===== src/rtl/rxf_pkg.sv =====
package rxf_pkg;
  localparam int unsigned LVL_W = 2;

  // threshold in bytes for a 2-bit level code
  function automatic logic [31:0] lvl_bytes(input logic [LVL_W-1:0] code);
    case (code)
      2'd0:    return 32'd1;
      2'd1:    return 32'd4;
      2'd2:    return 32'd8;
      default: return 32'd14;
    endcase
  endfunction
endpackage


===== src/rtl/rxf_store.sv =====
module rxf_store #(
  parameter int unsigned DW    = 8,
  parameter int unsigned DEPTH = 16,
  localparam int unsigned AW   = $clog2(DEPTH),
  localparam int unsigned CW   = $clog2(DEPTH + 1)
) (
  input  logic          clk_i,
  input  logic          rst_ni,
  input  logic          push_i,
  input  logic          pop_i,
  input  logic [DW-1:0] wdata_i,
  output logic [DW-1:0] rdata_o,
  output logic [CW-1:0] count_o
);
  logic [DW-1:0] mem_q [DEPTH];
  logic [AW-1:0] wr_ptr_q, rd_ptr_q;
  logic [CW-1:0] cnt_q;

  function automatic logic [AW-1:0] ptr_inc(input logic [AW-1:0] p);
    return (p == AW'(DEPTH - 1)) ? '0 : p + AW'(1);
  endfunction

  always_ff @(posedge clk_i) begin
    if (push_i) mem_q[wr_ptr_q] <= wdata_i;
  end

  always_ff @(posedge clk_i or negedge rst_ni) begin
    if (!rst_ni) begin
      wr_ptr_q <= '0;
      rd_ptr_q <= '0;
      cnt_q    <= '0;
    end else begin
      if (push_i) wr_ptr_q <= ptr_inc(wr_ptr_q);
      if (pop_i)  rd_ptr_q <= ptr_inc(rd_ptr_q);
      case ({push_i, pop_i})
        2'b10:   cnt_q <= cnt_q + CW'(1);
        2'b01:   cnt_q <= cnt_q - CW'(1);
        default: cnt_q <= cnt_q;
      endcase
    end
  end

  assign rdata_o = mem_q[rd_ptr_q];
  assign count_o = cnt_q;
endmodule


===== src/rtl/rxf_level_cmp.sv =====
module rxf_level_cmp
  import rxf_pkg::*;
#(
  parameter int unsigned CW = 5
) (
  input  logic [CW-1:0]    count_i,
  input  logic [LVL_W-1:0] code_i,
  output logic             reached_o
);
  assign reached_o = 32'(count_i) >= lvl_bytes(code_i);
endmodule


===== src/rtl/rxf_trig_fifo.sv =====
module rxf_trig_fifo
  import rxf_pkg::*;
#(
  parameter int unsigned DW    = 8,
  parameter int unsigned DEPTH = 16,
  localparam int unsigned CW   = $clog2(DEPTH + 1)
) (
  input  logic          clk_i,
  input  logic          rst_ni,
  input  logic          wr_valid_i,
  input  logic [DW-1:0] wr_data_i,
  input  logic          rd_en_i,
  input  logic [1:0]    ready_lvl_i,
  input  logic [1:0]    rts_lvl_i,
  input  logic          rts_low_act_i,
  input  logic          ovf_clr_i,
  output logic [DW-1:0] rd_data_o,
  output logic          data_rdy_o,
  output logic          empty_o,
  output logic          full_o,
  output logic          ovf_o,
  output logic          rts_o
);
  logic [CW-1:0] count;
  logic push, pop, drop, rts_reached, ovf_q;

  assign empty_o = (count == '0);
  assign full_o  = (count == CW'(DEPTH));
  assign pop     = rd_en_i & ~empty_o;
  // a full buffer still accepts a byte when a read frees a slot
  assign push    = wr_valid_i & (~full_o | pop);
  assign drop    = wr_valid_i & ~push;

  rxf_store #(.DW(DW), .DEPTH(DEPTH)) u_store (
    .clk_i   (clk_i),
    .rst_ni  (rst_ni),
    .push_i  (push),
    .pop_i   (pop),
    .wdata_i (wr_data_i),
    .rdata_o (rd_data_o),
    .count_o (count)
  );

  rxf_level_cmp #(.CW(CW)) u_rdy_cmp (
    .count_i   (count),
    .code_i    (ready_lvl_i),
    .reached_o (data_rdy_o)
  );

  rxf_level_cmp #(.CW(CW)) u_rts_cmp (
    .count_i   (count),
    .code_i    (rts_lvl_i),
    .reached_o (rts_reached)
  );

  // active while below threshold; polarity applied last
  assign rts_o = rts_low_act_i ? rts_reached : ~rts_reached;

  always_ff @(posedge clk_i or negedge rst_ni) begin
    if (!rst_ni)        ovf_q <= 1'b0;
    else if (drop)      ovf_q <= 1'b1;
    else if (ovf_clr_i) ovf_q <= 1'b0;
  end
  assign ovf_o = ovf_q;
endmodule


===== config.mk =====
export PLATFORM = sky130hd
export DESIGN_NAME = rxf_trig_fifo
export DESIGN_NICKNAME = d
export VERILOG_FILES = /design/src/rtl/rxf_pkg.sv /design/src/rtl/rxf_store.sv /design/src/rtl/rxf_level_cmp.sv /design/src/rtl/rxf_trig_fifo.sv
export SDC_FILE = /design/constraint.sdc
export NUM_CORES = 1
export LEC_CHECK = 0
export BUFFER_PORTS_ARGS = -buffer_cell sky130_fd_sc_hd__buf_4
export CELL_PAD_IN_SITES_DETAIL_PLACEMENT = 0
export CELL_PAD_IN_SITES_GLOBAL_PLACEMENT = 1
export CORE_MARGIN = 4
export CORE_UTILIZATION = 46
export DETAILED_ROUTE_END_ITERATION = 10
export GPL_ROUTABILITY_DRIVEN = 0
export GPL_TIMING_DRIVEN = 0
export PLACE_DENSITY = 0.73
export SKIP_LAST_GASP = 1
export SLEW_MARGIN = 20
export SYNTH_ARGS = -nofsm -noshare
export SYNTH_HDL_FRONTEND = slang
export SYNTH_SLANG_ARGS = --single-unit

===== constraint.sdc =====
create_clock -name clk_i -period 3.66 [get_ports clk_i]
set_clock_uncertainty 0.1 [all_clocks]
set_input_delay 0.366 -clock clk_i [delete_from_list [all_inputs] [get_ports clk_i]]
set_output_delay 0.366 -clock clk_i [all_outputs]
set_load 0.01 [all_outputs]

; After elaboration in Yosys (flattened, before gate mapping)
; Memory sizes are Yosys's and may differ from the RTL's.
; Cells that the tools add are included.
; Widths: inputs -> output; s select.
[classes]
add_sub_neg = 4
n_lt_le_gt_ge = 2
n_eq_ne = 9
n_mux = 10
bitwise = 8
n_reduce_logical = 5
[op_table]
columns = cell, count
row1 = $pmux 4 s3, 2
row2 = $ge 5x4->1, 2
row3 = $pmux 5 s2, 1
row4 = $add 4x1->4 const B, 2
row5 = $eq 4x4->1 const B, 2
row6 = $mux 4, 2
row7 = $eq 2x1->1 const B, 3
row8 = $eq 2x2->1 const B, 3
row9 = $add 5x1->5 const B, 1
row10 = $eq 5x5->1 const B, 1
row11 = $logic_not 5->1, 1
row12 = $mux 1, 5
row13 = $sub 5x1->5 const B, 1
row14 = $logic_not 2->1, 2
row15 = $not 1->1, 4
row16 = $reduce_bool 2->1, 2
row17 = $and 1x1->1, 3
row18 = $or 1x1->1, 1
[totals]
reg_bits = 14
ram_bits = 128
in_bits = 18
word_cells = 43
memories = 1
[memory_table]
columns = name, words, word_bits, rd, rd_clocked_by_memory_dff, write_ports, line_no
row1 = u_store.mem_q, 16, 8, 1, 0, 1, rxf_store.sv:15  ; logic [DW-1:0] mem_q [DEPTH];

; Depth between registers and ports, before layout
; Gate-level depths: netlist of the first run.
[logic_depth]
depth_word = 8
mapped_depth = 11
depth_no_buf = 10

; By module
; A second synthesis of the first run with hierarchy kept.
[unflattened]
cells_unflattened = 347
area_unflattened_um2 = 6124.6
[by_module_without_submodules]
columns = module, n_inst, cells_per_inst, area_each_um2
row1 = rxf_store, 1, 306, 5823.1
row2 = rxf_level_cmp, 2, 15, 102.6
row3 = rxf_trig_fifo, 1, 11, 96.3

; Worst setup path after synthesis of the first run
; OpenSTA, ideal clock, no wires.
[synth_timing]
path_kind = register -> register
startpoint = register u_store.cnt_q[1] (netlist: u_store.count_o[1])
endpoint = register u_store.cnt_q[4] (netlist: u_store.count_o[4])
setup_time_ps = 87
t_arrival_ps = 2314
setup_slack_ps = 1160
stages_incl_launch_ff = 11
n_path_buf = 0
cell_sequence = dfrtp_1 > nor4_2 > a21boi_0 > nand2b_1 > inv_1 > ha_1 > nor2b_1 > o21ai_0 > nand2b_1 > or4_1 > o211ai_1
[synth_between]
elab_chain_cells = 7
word_cells_on_any_way = 13
classes_between = add/sub: 2 / eq/ne: 3 / mux: 1 / bitwise: 5 / reduce/logical: 2
[synth_lines]
columns = item, line_no
row1 = from (decl), rxf_store.sv:17  ; logic [CW-1:0] cnt_q;
row2 = from (signal assigned), rxf_store.sv:36  ; 2'b10: cnt_q <= cnt_q + CW'(1);
row3 = from (signal assigned), rxf_store.sv:37  ; 2'b01: cnt_q <= cnt_q - CW'(1);
row4 = from (signal assigned), rxf_store.sv:38  ; default: cnt_q <= cnt_q;
row5 = $logic_not 5->1, rxf_trig_fifo.sv:27  ; assign empty_o = (count == '0);
row6 = $not 1->1, rxf_trig_fifo.sv:29  ; assign pop = rd_en_i & ~empty_o;
row7 = $and 1x1->1, rxf_trig_fifo.sv:29
row8 = $or 1x1->1, rxf_trig_fifo.sv:31  ; assign push = wr_valid_i & (~full_o | pop);
row9 = $and 1x1->1, rxf_trig_fifo.sv:31
row10 = $eq 2x1->1 / $eq 2x2->1 (equally long branches), rxf_store.sv:35  ; case ({push_i, pop_i})
row11 = $pmux 5 s2 / $reduce_bool 2->1 (equally long branches), n/a
; Several ways; a longest one is shown, not always the timed one.
; A chain may end at the register's enable or synchronous reset.

; Worst setup path after layout of the first run
[layout_timing]
startpoint = register u_store.rd_ptr_q[2]
endpoint = output port rd_data_o[6]
[layout_between]
elab_chain_cells = 1
[layout_lines]
columns = item, line_no
row1 = from (decl), rxf_store.sv:16  ; logic [AW-1:0] wr_ptr_q, rd_ptr_q;
row2 = from (signal assigned), rxf_store.sv:34  ; if (pop_i) rd_ptr_q <= ptr_inc(rd_ptr_q);
row3 = $mem_v2 16x8, n/a
row4 = to (decl), rxf_trig_fifo.sv:17  ; output logic [DW-1:0] rd_data_o,
; Every way passes these cells.

==> results of run 1 <==
## path summary, 6_finish.rpt
kind                                     start                   to  slack, ns  cells after the start
min                                  ovf_clr_i                ovf_o       0.03                      2
min reg2reg                              ovf_o                ovf_o       0.43                      2
max reg2reg                 u_store.count_o[1]   u_store.count_o[4]       0.80                     10
max in group asynchronous               rst_ni  u_store.rd_ptr_q[2]       3.05                      2
max                        u_store.rd_ptr_q[2]         rd_data_o[6]       0.62                      7
min in group asynchronous               rst_ni   u_store.count_o[3]       0.24                      2
## logic make-up (layout without fill, tap and decap cells)
logic type	Yosys count	in the layout	synth area share
multiplexers	51	51	0.1193
adder cells (fa/ha/maj)	17	17	0.03620
AO/OA/AOI/OAI	68	68	0.07034
AND/OR/NAND/NOR	66	66	0.05697
XOR/XNOR	6	6	0.008638
buffers and inverters	27	89	0.01913
flip-flops	142	142	0.6894
## flip-flops by register name, summed over array words and instances (netlist names)
register and flops:
u_store.count_o 5, ovf_o 1, u_store.wr_ptr_q 4, u_store.mem_q 128
u_store.rd_ptr_q 4
## what timing repair did
| action | 4_1_cts | 5_1_grt |
|---|---|---|
| buffers inserted | 0 | 0 |
| endpoints found under the hold margin | 14 | 0 |
| hold buffers | 1 | 0 |
## report_power, final
| group | total, mW | internal [mW] | switching (mW) | leakage [nW] |
|---|---|---|---|---|
| clock | 1.64 | 0.996 | 0.647 | 0.267 |
| sequential | 2.07 | 1.96 | 0.110 | 1.33 |
| combinational | 1.67 | 0.726 | 0.941 | 0.996 |
| total | 5.38 | 3.68 | 1.70 | 2.59 |
## per-layer routing
| metal | vias to the layer above | global-route usage | share of wire |
|---|---|---|---|
| met5 | - | 0 | 0 |
| met4 | 0 | 0.07266 | 0.021 |
| met3 | 14 | 0.05444 | 0.067 |
| met2 | 90 | 0.2665 | 0.48 |
| met1 | 1634 | 0.2353 | 0.43 |
| li1 | 1565 | - | - |
## worst max-delay path, delay by kind of cell (launching register included)
| kind | cells | cell delay, ns |
|---|---|---|
| AO/OA/AOI/OAI | 2 | 0.53 |
| flip-flops | 1 | 0.41 |
| buffers and inverters | 3 | 0.99 |
| AND/OR/NAND/NOR | 2 | 0.23 |
## layout by cell type (no fill, tap or decap), types with 5 or more instances in the layout
| cell type | count |
|---|---|
| a21oi_1 | 13 |
| a221oi_1 | 8 |
| a22oi_1 | 8 |
| and2_1 | 10 |
| and3_1 | 9 |
| buf_2 | 6 |
| buf_4 | 32 |
| clkbuf_1 | 6 |
| clkbuf_16 | 17 |
| dfrtp_1 | 14 |
| edfxtp_1 | 128 |
| ha_1 | 16 |
| inv_1 | 12 |
| mux2_2 | 8 |
| mux2i_1 | 26 |
| mux4_2 | 16 |
| nand2_1 | 22 |
| nand2b_1 | 5 |
| nor2_1 | 9 |
| o21ai_0 | 26 |
## cell type report
type,count,share of cell area
flip-flops and latches,142,0.5906
multi-input cells,208,0.2496
clock buffers,17,0.05990
repair buffers,31,0.03312
well taps,172,0.03030
clock inverters,14,0.02008
plain buffers,15,0.01004
inverters,12,0.006342
==> results.cfg, run 1 <==
[clocking]
cts_buffer_depth = 2
htreeDepth = 4
root_buffer = clkbuf_16
clkSlewWorstSetupHoldPaths_ns = 0.06
clk_latency_ns = 0.42
cts_buffers = 17
cts_num_sinks = 142
cts_resized = 0
cts_tree = done

[routing]
wl_per_cell_um = 19.73
drt-initial-drc-count = 265
ant_nets = 0
drt-total-wl_mm = 12.05
vias = 3303
routed_via_density = 5.406
drc = 0
drt_pass1_iterations = 4

[placed_design]
place_ws_ns = 0.7896
hpwl_mm = 8.147
dpl.cell_count = 579
port_buffers = 30
placed_cell_area_um2 = 6524

[logic_synthesis]
ys_warn_count = 0
yosysSeqAreaShare = 0.6894
synth_area_leaders = edfxtp_1, mux4_2, dfrtp_1
ys_ff_latch = 142
synth_flop_cell = edfxtp_1
async_flop_share = 0.09859
synth_area_per_cell_um2 = 16.14
synth_cells = 377
synth_nets = 412
synth_most_common_cell = edfxtp_1
yosysTopAreaCellShare = 0.6318
synth_edf_count = 128
yosys.area.top_type = edfxtp_1
post_synth_num_cell_types = 41
synth_area_um2 = 6083
synth_commonest_cells = edfxtp_1, mux2i_1, o21ai_0

[grt]
grt_pass1_vias = 3262
antenna_found_initial = 0
grt_use_total = 0.1750
grt_max_degree = 17
grt_pass1_wl_mm = 18.63
grt-ovfl-total = 0

[setup_path]
crit_required_ns = 3.19
cp_slowest_cell = clkbuf_1
start_kind = flip-flop
critPathKind = reg -> out
crit_chain = nor2b_1, clkbuf_1, clkbuf_1, a21oi_1, o21ai_0, nand2_1, buf_4
path_common_cell = clkbuf_1
path_max_fanout = 10
slowest_delay_ns = 0.51
cp-end-kind = primary output
worstPathArrival_ns = 2.58

[die]
io_pins = 31
fp.dieH_um = 123
start_util = 0.4762
rows = 41
core_area_um2 = 12770
die_w_um = 123
dieArea_um2 = 15130

[sta]
final-setup-viol-count = 0
max_freq_mhz = 328.4
fin_crit_ns = 3.045
finalSetupTns_ns = 0
max_slew_margin = 0.5247
drv_slew = 0
fin_crit_sh = 0.8319
fin_ws_ns = 0.6152
holdWs_ns = 0.03424
hold_viol = 0
grt_setup_unrepaired = no
worst_slew_pin_slew_ns = 0.7130

[finish]
fin_cells = 611
utilization = 0.5560
drive_above_1_share = 0.2187
fill_cells = 1020
area_growth_pct = 16.74
diodes = 0
multi_input_area_um2 = 1773
ff_latch_area_um2 = 4194
nets = 462
fin_area_um2 = 7102

[job]
maxCapViolCount = 0

[status]
status = finished, final reports clean

[power]
power_leakage_nw = 2.588
p_total_mw = 5.379
irDropWorstVdd_v = 0.0003231
powerDensity_nw_per_um2 = 757.4

[hold_path]
min_path_type = in -> reg
Note: power is estimated with default switching activity, not from simulation.
==> run 2: changes to the inputs <==
- clock period: 3.66 -> 2.9 ns (I/O delays scaled with it)
==> run 2 against run 1 <==
  * Total power increased by 27%
  * Sequential share of layout area down 0.39 points
  * Global-route usage about the same
  * Cell count grew 0.16%
  * Combinational power grew 28%
  * Die area unchanged
  * Hold slack better by 0.046 ns
  * Via count is 0.70% higher
  * Worst setup slack got worse by 0.46 ns
  * Core utilization up 0.37 points
  * Critical endpoint is now rd_data_o[0]
  * Highest routed layer unchanged
==> results.cfg, run 2 (synthesized netlist as in run 1, its figures left out) <==
[status]
status = finished, final reports clean

[hold_path]
min_path_type = in -> reg
worstHoldStart = wr_data_i[0]
hold_depth = 1
min_to = u_store.mem_q[10][0]

[power]
irDropWorstVdd_v = 0.0004175
p_total_mw = 6.844
powerDensity_nw_per_um2 = 957.2
p_sw_frac = 0.3172
power_leakage_nw = 2.607
clkPwrFrac = 0.304
p_sw_mw = 2.171
seq_power_share = 0.383
p_int_mw = 4.673
power_frac_comb = 0.313

[setup_path]
crit_required_ns = 2.51
path_max_fanout = 10
worstReg2RegStart = u_store.count_o[1]
start_kind = flip-flop
rr_worst_depth = 10
regToRegSetupSlack_ns = 0.19
worstPathArrival_ns = 2.36
reg2reg_to = u_store.count_o[4]
cp-end-kind = primary output
critPathKind = reg -> out

[sta]
drv_slew = 0
holdWs_ns = 0.08060
grt_setup_unrepaired = yes
worst_slew_pin_slew_ns = 0.7043
fin_crit_sh = 0.9474
finalSetupTns_ns = 0
max_freq_mhz = 364.0
fin_crit_ns = 2.747
final-setup-viol-count = 0
max_slew_margin = 0.5304
fin_ws_ns = 0.1526
hold_viol = 0

[grt]
antenna_found_initial = 0
grt_pass1_vias = 3264
grt-ovfl-total = 0
grt_pass1_wl_mm = 18.64
grt_max_degree = 17
grt_use_total = 0.1751

[routing]
wl_per_cell_um = 19.69
drt-initial-drc-count = 277
drt-total-wl_mm = 12.05
ant_nets = 0
routed_via_density = 5.435
drt_pass1_iterations = 4
drc = 0
vias = 3326

[die]
start_util = 0.4762
core_area_um2 = 12770
dieArea_um2 = 15130
io_pins = 31
rows = 41
die_w_um = 123
fp.dieH_um = 123

[clocking]
cts_buffers = 17
cts_buffer_depth = 2
cts_num_sinks = 142
clkSlewWorstSetupHoldPaths_ns = 0.06
root_buffer = clkbuf_16
post_cts_buffers = 0
htreeDepth = 4
cts_tree = done
clk_latency_ns = 0.42

[placed_design]
dpl.cell_count = 579
place_ws_ns = 0.02965
hpwl_mm = 8.147
port_buffers = 30
placed_cell_area_um2 = 6524

[job]
maxCapViolCount = 0

[finish]
area_growth_pct = 17.52
regMostFlops = u_store.mem_q
fin_cells = 612
utilization = 0.5597
final_cell_mix = edfxtp_1, buf_4, mux2i_1, o21ai_0, nand2_1
nets = 463
final_common_cell = edfxtp_1
fin_area_um2 = 7149
drive_above_1_share = 0.2295
diodes = 0
fill_cells = 1016
largest_reg_flops = 128
-- run 2: repair_timing --
item                                   4_1_cts  5_1_grt
pin swaps                                    0        0
hold buffers                                 2        0
gates resized for setup                      1       12
endpoints found under the hold margin       15        0
setup endpoints to repair                    4       10
-- run 2: how the worst max path moves through the flow --
stage / start / endpoint / cells after the start
global placement: u_store.count_o[1] / u_store.count_o[4] / 10
global route: u_store.count_o[1] / u_store.count_o[4] / 10
finish: u_store.rd_ptr_q[0] / rd_data_o[0] / 6
floorplan: u_store.count_o[1] / u_store.count_o[4] / 10
detailed placement: u_store.count_o[1] / u_store.count_o[4] / 10
CTS: u_store.count_o[1] / u_store.count_o[4] / 10
-- run 2: cell type report --
cell class                 count  area (um^2)  area share
buffer                        15        85.08     0.01190
clock buffer                  17        425.4     0.05950
clock inverter                14        142.6     0.01995
inverter                      12        45.04    0.006300
multi-input combinational    208         1797      0.2513
sequential                   142         4194      0.5866
tap                          172        215.2     0.03010
timing repair buffer          32        245.2     0.03430
-- run 2: per-layer routing --
layer / track usage / vias to the layer above / part of all wire
met5: 0 / - / 0
met4: 0.07266 / 0 / 0.027
met3: 0.05444 / 19 / 0.057
met2: 0.2665 / 82 / 0.48
met1: 0.2356 / 1658 / 0.43
li1: - / 1567 / -
-- run 2: power groups by stage --
stage / sequential (mW) / clock, mW / combinational, mW
2_1_floorplan: 2.61 / 0 / 1.41
3_3_place_gp: 2.65 / 0 / 2.10
3_5_place_dp: 2.66 / 0 / 2.13
4_1_cts: 2.61 / 2.12 / 2.14
5_1_grt: 2.65 / 2.22 / 2.38
6_report: 2.62 / 2.08 / 2.14
-- run 2: critical path, stage by stage, from the launching register on --
cell and delay [ns]:
dfrtp_1 0.35, buf_2 0.23, clkbuf_4 0.33, mux4_2 0.59, a22oi_1 0.19, nand2_1 0.09, buf_4 0.15
==> run 3: changes to the inputs <==
- PLACE_DENSITY: 0.73 -> 0.76
==> run 3 against run 2 <==
  * Final area rose by 0.44%
  * Sequential share of layout area decreased by 0.26 points
  * Sequential power hardly changed
  * Flip-flop and latch count is the same
  * Critical path type unchanged
  * Critical endpoint is now rd_data_o[2]
  * Largest cell class unchanged
  * Highest routed layer unchanged
==> results.cfg, run 3 (synthesized netlist as in run 1, its figures left out) <==
[setup_path]
crit_required_ns = 2.51
cp-end-kind = primary output
worstReg2RegStart = u_store.count_o[3]
worstPathArrival_ns = 2.36
start_kind = flip-flop
reg2reg_to = u_store.count_o[4]
cp-startpoint = u_store.rd_ptr_q[2]
critPathKind = reg -> out
rr_worst_depth = 10
regToRegSetupSlack_ns = 0.15
path_max_fanout = 10

[finish]
utilization = 0.5622
fin_cells = 612
area_growth_pct = 18.04
final_cell_mix = edfxtp_1, buf_4, mux2i_1, o21ai_0, nand2_1
nets = 462
drive_above_1_share = 0.2227
largest_reg_flops = 128
final_common_cell = edfxtp_1
diodes = 0
fin_area_um2 = 7181
regMostFlops = u_store.mem_q

[grt]
grt-ovfl-total = 0
antenna_found_initial = 0
grt_max_degree = 17
grt_pass1_vias = 3366
grt_pass1_wl_mm = 19.48
grt_use_total = 0.1790

[status]
status = finished, final reports clean

[routing]
drt-total-wl_mm = 12.61
drt-initial-drc-count = 225
vias = 3363
routed_via_density = 5.495
drc = 0
drt_pass1_iterations = 4
wl_per_cell_um = 20.60
ant_nets = 0

[sta]
max_freq_mhz = 363.9
max_slew_margin = 0.5200
final-setup-viol-count = 0
drv_slew = 0
fin_ws_ns = 0.1523
finalSetupTns_ns = 0
worst_slew_pin_slew_ns = 0.7199
fin_crit_sh = 0.9475
holdWs_ns = 0.1067
hold_viol = 0
grt_setup_unrepaired = yes
fin_crit_ns = 2.748

[clocking]
htreeDepth = 4
post_cts_buffers = 0
cts_num_sinks = 142
clkSlewWorstSetupHoldPaths_ns = 0.06
cts_buffers = 17
cts_buffer_depth = 2
cts_tree = done
clk_latency_ns = 0.41
root_buffer = clkbuf_16

[power]
power_leakage_nw = 2.618
p_total_mw = 7.031
irDropWorstVdd_v = 0.0004323
powerDensity_nw_per_um2 = 979.2

[placed_design]
dpl.cell_count = 579
port_buffers = 30
place_ws_ns = -0.04028
hpwl_mm = 8.409
placed_cell_area_um2 = 6524

[hold_path]
worstHoldStart = wr_data_i[0]
min_path_type = in -> reg
hold_depth = 1
min_to = u_store.mem_q[11][0]

[die]
fp.dieH_um = 123
io_pins = 31
core_area_um2 = 12770
start_util = 0.4762
dieArea_um2 = 15130
die_w_um = 123
rows = 41

[job]
maxCapViolCount = 0
run 3: worst max-delay path, stage by stage, from the launching register on:
cell and delay (ns):
dfrtp_1 0.41, nor2b_1 0.15, clkbuf_1 0.37, clkbuf_2 0.36, a21oi_1 0.19, a22oi_1 0.20, nand2_1 0.10, buf_4 0.15
run 3: final cells by class:
type	instances	area (um^2)
buffer	14	72.57
clock buffer	19	432.9
clock inverter	13	190.2
fill	1003	5593
inverter	12	45.04
multi-input combinational	208	1785
sequential	142	4194
tap	172	215.2
timing repair buffer	32	245.2
run 3: report_power, final:
part           switching, mW  internal (mW)  leakage [nW]  total [mW]
Sequential             0.152           2.47          1.33        2.62
Combinational           1.22          0.923          1.00        2.14
Clock                  0.823           1.44         0.290        2.27
run 3: layer usage:
| layer | GRT usage | share of wire | vias up |
|---|---|---|---|
| met5 | 0 | 0 | - |
| met4 | 0.04637 | 0.0071 | 0 |
| met3 | 0.05124 | 0.050 | 8 |
| met2 | 0.2856 | 0.50 | 85 |
| met1 | 0.2441 | 0.45 | 1698 |
| li1 | - | - | 1572 |
run 3: worst max-delay path by stage:
stage / slack, ns / depth (start not counted) / to
after floorplan: 0.40 / 10 / u_store.count_o[4]
after detailed placement: -0.04 / 10 / u_store.count_o[4]
after global routing: -0.05 / 10 / u_store.count_o[4]
after CTS: -0.004 / 8 / rd_data_o[6]
final: 0.15 / 7 / rd_data_o[2]
after global placement: 0.05 / 10 / u_store.count_o[4]
run 3: repair_timing:
action	CTS	global route
endpoints found under the setup margin	7	9
resized for setup	2	5
hold buffers	2	0
endpoints found under the hold margin	15	0
pin swaps	0	1
